==> src/rtl/init_seq_pkg.sv <==
package init_seq_pkg;
  typedef enum logic [2:0] {
    BK_READ      = 3'd0,
    BK_WRITE     = 3'd1,
    BK_IND_WRITE = 3'd2,
    BK_BLOCK     = 3'd3,
    BK_ZERO      = 3'd4
  } bus_kind_e;

  typedef enum logic [1:0] {
    CL_SINGLE,
    CL_STRING,
    CL_CHUNK,
    CL_SKIP
  } op_class_e;

  localparam logic [7:0] OPC_READ    = 8'd1;
  localparam logic [7:0] OPC_WRITE   = 8'd2;
  localparam logic [7:0] OPC_IWRITE  = 8'd3;
  localparam logic [7:0] OPC_STRING  = 8'd4;
  localparam logic [7:0] OPC_ISTRING = 8'd5;
  localparam logic [7:0] OPC_ZERO    = 8'd6;
  localparam logic [7:0] OPC_BLOCK   = 8'd8;
endpackage

==> src/rtl/init_seq_decode.sv <==
module init_seq_decode
  import init_seq_pkg::*;
#(
  parameter int BUF_BYTES = 4096
) (
  input  logic [7:0]  op_i,
  input  logic [31:0] w1_i,
  output op_class_e   cls_o,
  output bus_kind_e   kind_o,
  output logic [31:0] len_o,
  output logic [15:0] ptr_o,
  output logic        bad_o,
  output logic        reject_o
);
  localparam logic [31:0] BUF_WORDS = 32'(BUF_BYTES / 4);

  op_class_e cls;

  always_comb begin
    cls      = CL_SKIP;
    kind_o   = BK_READ;
    len_o    = '0;
    ptr_o    = '0;
    bad_o    = 1'b0;
    reject_o = 1'b0;
    unique case (op_i)
      OPC_READ:    cls = CL_SINGLE;
      OPC_WRITE:   begin cls = CL_SINGLE; kind_o = BK_WRITE; end
      OPC_IWRITE:  begin cls = CL_SINGLE; kind_o = BK_IND_WRITE; end
      OPC_STRING, OPC_ISTRING: begin
        cls    = CL_STRING;
        kind_o = (op_i == OPC_STRING) ? BK_WRITE : BK_IND_WRITE;
        len_o  = {16'b0, w1_i[31:16]};
        ptr_o  = w1_i[15:0];
      end
      OPC_ZERO: begin
        cls      = CL_CHUNK;
        kind_o   = BK_ZERO;
        len_o    = w1_i;
        reject_o = w1_i > BUF_WORDS;
      end
      OPC_BLOCK: begin
        cls      = CL_CHUNK;
        kind_o   = BK_BLOCK;
        len_o    = {16'b0, w1_i[31:16]};
        ptr_o    = w1_i[15:0];
        reject_o = {16'b0, w1_i[31:16]} > BUF_WORDS;
      end
      default: bad_o = 1'b1;
    endcase
  end

  // empty or refused records produce no traffic
  assign cls_o = (reject_o || (cls != CL_SINGLE && len_o == '0)) ? CL_SKIP : cls;
endmodule

==> src/rtl/init_seq_chunk.sv <==
module init_seq_chunk #(
  parameter int MAX_CHUNK = 256
) (
  input  logic [31:0] rem_i,
  output logic [15:0] chunk_o,
  output logic        last_o
);
  localparam logic [31:0] MAXC = 32'(MAX_CHUNK);

  assign last_o  = rem_i <= MAXC;
  assign chunk_o = last_o ? rem_i[15:0] : MAXC[15:0];
endmodule

==> src/rtl/init_seq.sv <==
module init_seq
  import init_seq_pkg::*;
#(
  parameter int IDX_W     = 8,
  parameter int MAX_CHUNK = 256,
  parameter int BUF_BYTES = 4096
) (
  input  logic             clk_i,
  input  logic             rst_ni,
  input  logic             start_i,
  input  logic [IDX_W-1:0] start_idx_i,
  input  logic [IDX_W-1:0] end_idx_i,
  output logic             busy_o,
  output logic             done_o,
  output logic             err_o,
  output logic             reject_o,
  output logic [IDX_W:0]   cmd_addr_o,
  input  logic [31:0]      cmd_rdata_i,
  output logic [15:0]      dat_addr_o,
  input  logic [31:0]      dat_rdata_i,
  output logic             bus_req_o,
  output logic [2:0]       bus_kind_o,
  output logic [23:0]      bus_addr_o,
  output logic [31:0]      bus_wdata_o,
  output logic [15:0]      bus_len_o,
  input  logic             bus_ack_i
);
  typedef enum logic [2:0] {
    S_IDLE, S_CHECK, S_RD0, S_RD1, S_DEC, S_DFETCH, S_DLAT, S_BUS
  } state_e;

  state_e          state_q;
  logic [IDX_W-1:0] idx_q, end_q;
  logic [31:0]     w0_q, wdata_q, rem_q;
  logic [23:0]     addr_q;
  logic [15:0]     ptr_q;
  bus_kind_e       kind_q;
  op_class_e       cls_q;
  logic            done_q, err_q, rej_q, next_rec;

  op_class_e   d_cls;
  bus_kind_e   d_kind;
  logic [31:0] d_len;
  logic [15:0] d_ptr, chunk;
  logic        d_bad, d_rej, chunk_last;

  init_seq_decode #(.BUF_BYTES(BUF_BYTES)) u_dec (
    .op_i     (w0_q[7:0]),
    .w1_i     (cmd_rdata_i),
    .cls_o    (d_cls),
    .kind_o   (d_kind),
    .len_o    (d_len),
    .ptr_o    (d_ptr),
    .bad_o    (d_bad),
    .reject_o (d_rej)
  );

  init_seq_chunk #(.MAX_CHUNK(MAX_CHUNK)) u_chunk (
    .rem_i   (rem_q),
    .chunk_o (chunk),
    .last_o  (chunk_last)
  );

  always_ff @(posedge clk_i or negedge rst_ni) begin
    if (!rst_ni) begin
      state_q  <= S_IDLE;
      idx_q    <= '0;
      end_q    <= '0;
      w0_q     <= '0;
      wdata_q  <= '0;
      rem_q    <= '0;
      addr_q   <= '0;
      ptr_q    <= '0;
      kind_q   <= BK_READ;
      cls_q    <= CL_SKIP;
      done_q   <= 1'b0;
      err_q    <= 1'b0;
      rej_q    <= 1'b0;
      next_rec <= 1'b0;
    end else begin
      done_q   <= 1'b0;
      err_q    <= 1'b0;
      rej_q    <= 1'b0;
      next_rec <= 1'b0;
      if (next_rec) idx_q <= idx_q + 1'b1;
      unique case (state_q)
        S_IDLE: if (start_i) begin
          idx_q   <= start_idx_i;
          end_q   <= end_idx_i;
          state_q <= S_CHECK;
        end
        S_CHECK: begin
          if (next_rec) begin
            state_q <= S_CHECK;  // wait for the index step to land
          end else if (idx_q >= end_q) begin
            done_q  <= 1'b1;
            state_q <= S_IDLE;
          end else begin
            state_q <= S_RD0;
          end
        end
        S_RD0: state_q <= S_RD1;
        S_RD1: begin
          w0_q    <= cmd_rdata_i;
          state_q <= S_DEC;
        end
        S_DEC: begin
          err_q   <= d_bad;
          rej_q   <= d_rej;
          kind_q  <= d_kind;
          cls_q   <= d_cls;
          addr_q  <= w0_q[31:8];
          rem_q   <= d_len;
          ptr_q   <= d_ptr;
          wdata_q <= (d_kind == BK_READ) ? 32'd0 : cmd_rdata_i;
          unique case (d_cls)
            CL_SINGLE, CL_CHUNK: state_q <= S_BUS;
            CL_STRING:           state_q <= S_DFETCH;
            default: begin
              next_rec <= 1'b1;
              state_q  <= S_CHECK;
            end
          endcase
        end
        S_DFETCH: state_q <= S_DLAT;
        S_DLAT: begin
          wdata_q <= dat_rdata_i;
          state_q <= S_BUS;
        end
        S_BUS: if (bus_ack_i) begin
          unique case (cls_q)
            CL_STRING: begin
              addr_q <= addr_q + 24'd4;
              ptr_q  <= ptr_q + 16'd1;
              rem_q  <= rem_q - 32'd1;
              if (rem_q == 32'd1) begin
                next_rec <= 1'b1;
                state_q  <= S_CHECK;
              end else begin
                state_q <= S_DFETCH;
              end
            end
            CL_CHUNK: begin
              addr_q <= addr_q + {6'b0, chunk, 2'b00};
              ptr_q  <= ptr_q + chunk;
              rem_q  <= rem_q - {16'b0, chunk};
              if (chunk_last) begin
                next_rec <= 1'b1;
                state_q  <= S_CHECK;
              end
            end
            default: begin
              next_rec <= 1'b1;
              state_q  <= S_CHECK;
            end
          endcase
        end
        default: state_q <= S_IDLE;
      endcase
    end
  end

  assign busy_o      = state_q != S_IDLE;
  assign done_o      = done_q;
  assign err_o       = err_q;
  assign reject_o    = rej_q;
  assign cmd_addr_o  = {idx_q, state_q == S_RD1};
  assign dat_addr_o  = ptr_q;
  assign bus_req_o   = state_q == S_BUS;
  assign bus_kind_o  = kind_q;
  assign bus_addr_o  = addr_q;
  assign bus_len_o   = (cls_q == CL_CHUNK) ? chunk : 16'd1;
  assign bus_wdata_o = (cls_q != CL_CHUNK) ? wdata_q :
                       (kind_q == BK_BLOCK) ? {16'b0, ptr_q} : 32'd0;
endmodule


==> config.mk <==
export PLATFORM = sky130hd
export DESIGN_NAME = init_seq
export DESIGN_NICKNAME = d
export VERILOG_FILES = /design/src/rtl/init_seq_pkg.sv /design/src/rtl/init_seq_decode.sv /design/src/rtl/init_seq_chunk.sv /design/src/rtl/init_seq.sv
export SDC_FILE = /design/constraint.sdc
export NUM_CORES = 1
export LEC_CHECK = 0
export ABC_AREA = 0
export BUFFER_PORTS_ARGS = -buffer_cell sky130_fd_sc_hd__buf_2
export CORE_MARGIN = 2
export CORE_UTILIZATION = 55
export DETAILED_ROUTE_END_ITERATION = 6
export PLACE_DENSITY_LB_ADDON = 0.25
export SETUP_SLACK_MARGIN = 0.1
export SLEW_MARGIN = 20
export SYNTH_ARGS = -nofsm -noshare
export SYNTH_HDL_FRONTEND = slang
export SYNTH_SLANG_ARGS = --single-unit
==> constraint.sdc <==
create_clock -name clk_i -period 4.7 [get_ports clk_i]
set_input_delay 1.41 -clock clk_i [delete_from_list [all_inputs] [get_ports clk_i]]
set_output_delay 1.41 -clock clk_i [all_outputs]
set_load 0.01 [all_outputs]
==> out/metrics.csv <==
metric;value;unit
Fillers;1592;
sequential element share of the synthesized area;0.393;
# DRC;4;
WP data required;5.01;ns
met3 WL;3020;µm
Tmin final;4.37;ns
Async SR Flop Fraction;1.00;
top sig layer;met4;
Worst-path clk slew;0.06;ns
die area;20100;µm²
failing checks;design-rule violations;
pin count of the biggest net entering global routing;78;
die width;142;µm
CTS sink cnt;164;
Synth Area per Inst;8.65;µm²
setup violators final;0;
internal reg-to-reg setup slack;0.33;ns
drt wl/cell;20.7;µm
Final nets;1493;
combinational fraction of design power;0.529;
RSZ-0062 raised after global routing;false;
Met1 Routed Length;13400;µm
# IOs;189;
Min-Delay Path Depth;2;
Clk pwr share;0.159;
first-pass GRT wire length;51900;µm
fin crit share;0.930;
Critical Path Source Type;flip-flop;
Mapped Area;10400;µm²
GRT Total Usage;0.333;
crit path kind;reg2reg;
core area;18600;µm²
status;finished with violations;
drt first-iter violations;904;
number of vias per cell;6.37;
setup tns final;0;ns
Final HPWL DP;22900;µm
antenna violations before repair;0;
worst flop-to-flop path endpoint;dat_addr_o[14]$_DFFE_PN0P_;
wire length on met2;15400;µm
leakage power;5.52;nW
crit path DAT;4.68;ns
Initial Util;0.560;
Sw Ratio;0.457;
slew margin rel.;0.387;
clk buf depth;2;
max-cap viol count;0;
Reg2Reg Launch Point;rem_q[12]$_DFFE_PN0P_;
YS warnings;0;
Synth Flop Type;dfrtp_1;
vias in the first global route;9637;
Final ANT Viol Nets;0;
Chip Height;142;µm
global route total overflow;0;
Final Skew;0.0101;ns
CTS tree;done;
Root Buffer Master;clkbuf_16;
CP max FO;7;
Yosys cell types;83;
Sequential Power Share;0.312;
Reg2Reg Depth;15;
worst vdd ir;0.366;mV
Int Pwr;4.82;mW
flops & latches, synth;164;
Pins Over Slew Limit;0;
cells after synthesis;1207;
worst hold path type;reg2reg;
Routed WL;33400;µm
IO Port Bufs;181;
routed via count;10243;
Hold Path Sink;bus_addr_o[0]$_DFFE_PN0P_;
f_max;229;MHz
htree depth;4;
CTS Buf Count;17;
Post-CTS Setup Repair Bufs;0;
Clock Latency Late Sink;0.43;ns
Cell Pwr Density;728;nW/µm²
Antenna diodes;0;
Worst Max-Slew Pin Slew;0.917;ns
Hold Startpoint;w0_q[8]$_DFFE_PN0P_;
P&R area growth vs syn;16.7;%
layout cells sized above 1;0.214;
Hold Vio Cnt, Final;0;
final core occ;0.653;
Placer Congestion;0.933;
most frequent cells in the layout;buf_2, dfrtp_1, nor2_1, nand2_1, a21oi_1;
commonest non-fill, non-tap cell in the layout;buf_2;
CP endpoint kind;flip-flop;
NetSw;4.05;mW
Row Count;50;
Post-synth EDFFs;0;
DRT Pass-1 Iters;7;
## through the flow
| stage | worst slack, ns | cell area (µm²) | hold WS (ns) | power, mW | instances |
|---|---|---|---|---|---|
| floorplan | 0.527 | 10500 | 0.433 | 5.92 | 1226 |
| global placement | 0.403 | 11600 | 0.444 | 7.22 | 1577 |
| detailed placement | 0.296 | 11600 | 0.452 | 7.35 | 1577 |
| CTS | 0.227 | 12100 | 0.467 | 8.77 | 1609 |
| global route | 0.106 | 12200 | 0.484 | 9.53 | 1609 |
| finish | 0.331 | 12200 | 0.466 | 8.86 | 1609 |
## synth_stat cells, types with 18 or more instances
library cell	number	area, µm²
dfrtp_1	162	4050
nor2_1	127	477
nand2_1	118	443
a21oi_1	111	556
clkbuf_1	67	251
o21ai_0	63	315
ha_1	45	563
a22oi_1	41	308
inv_1	34	128
nand3_1	34	170
mux2_2	27	304
nor3_1	26	130
nor2b_1	22	138
a22o_1	20	175
xnor2_1	19	166
a31oi_1	18	113
## cells by family (layout without fill, tap and decap cells)
group,after synthesis,after routing,synth area share
simple gates,424,424,0.198
compound gates,384,384,0.243
flops,164,164,0.393
buf+inv,124,273,0.0480
fa+ha+maj,47,47,0.0578
mux,32,32,0.0339
xor+xnor,30,30,0.0252
other cells,2,21,0.000720
## final cells by class
type / instances / area (µm²) / area share
Clock buffer: 18 / 429 / 0.0353
Clock inverter: 14 / 153 / 0.0125
Inverter: 36 / 135 / 0.0111
Multi-Input combinational cell: 938 / 5950 / 0.489
Sequential cell: 164 / 4110 / 0.337
Tap cell: 234 / 293 / 0.0240
Timing Repair Buffer: 205 / 1100 / 0.0908
## worst max-delay path, cell delays in order, from the launching register on
cell	delay (ns)
dfrtp_1	0.44
nor4_4	0.34
nand4b_2	0.27
or4_1	0.65
o21ai_1	0.36
ha_1	0.29
inv_1	0.07
fa_1	0.38
nor2b_1	0.24
o2111ai_1	0.16
nand4_1	0.14
a41oi_1	0.16
nand2b_1	0.19
a21oi_1	0.16
nor4b_1	0.07
or3_1	0.30
## worst max path at each step
stage	startpoint	endpoint	depth (start not counted)
finish	rem_q[12]$_DFFE_PN0P_	dat_addr_o[14]$_DFFE_PN0P_	15
global route	rem_q[12]$_DFFE_PN0P_	bus_addr_o[18]$_DFFE_PN0P_	14
detailed placement	rem_q[12]$_DFFE_PN0P_	bus_addr_o[22]$_DFFE_PN0P_	14
global placement	rem_q[12]$_DFFE_PN0P_	bus_addr_o[18]$_DFFE_PN0P_	14
CTS	rem_q[10]$_DFFE_PN0P_	bus_addr_o[20]$_DFFE_PN0P_	14
floorplan	rem_q[1]$_DFFE_PN0P_	dat_addr_o[15]$_DFFE_PN0P_	18
## state kept, by name, indices dropped and copies added, names as in the netlist, 8 cells and up
signal and flops:
w0_q 32, idx_q 8, dat_addr_o 16, wdata_q 32, end_q 8, bus_addr_o 24
rem_q 32
## routing by layer
layer / up-vias / track usage
li1: 4700 / -
met1: 4851 / 0.438
met2: 576 / 0.537
met3: 116 / 0.0665
met4: 0 / 0.145
met5: - / 0
## power groups by stage
stage / clock network [mW] / registers [mW] / logic, mW
5_1_grt: 1.48 / 2.85 / 5.20
4_1_cts: 1.42 / 2.74 / 4.61
3_5_place_dp: 0 / 2.77 / 4.59
6_report: 1.40 / 2.77 / 4.69
3_3_place_gp: 0 / 2.73 / 4.49
2_1_floorplan: 0 / 2.60 / 3.32
## repair_timing
item                       CTS  global route
resized for setup            0             6
setup endpoints to repair    0             8
hold buffers                 0             0
No activity file was read; power rests on OpenSTA's default activity.
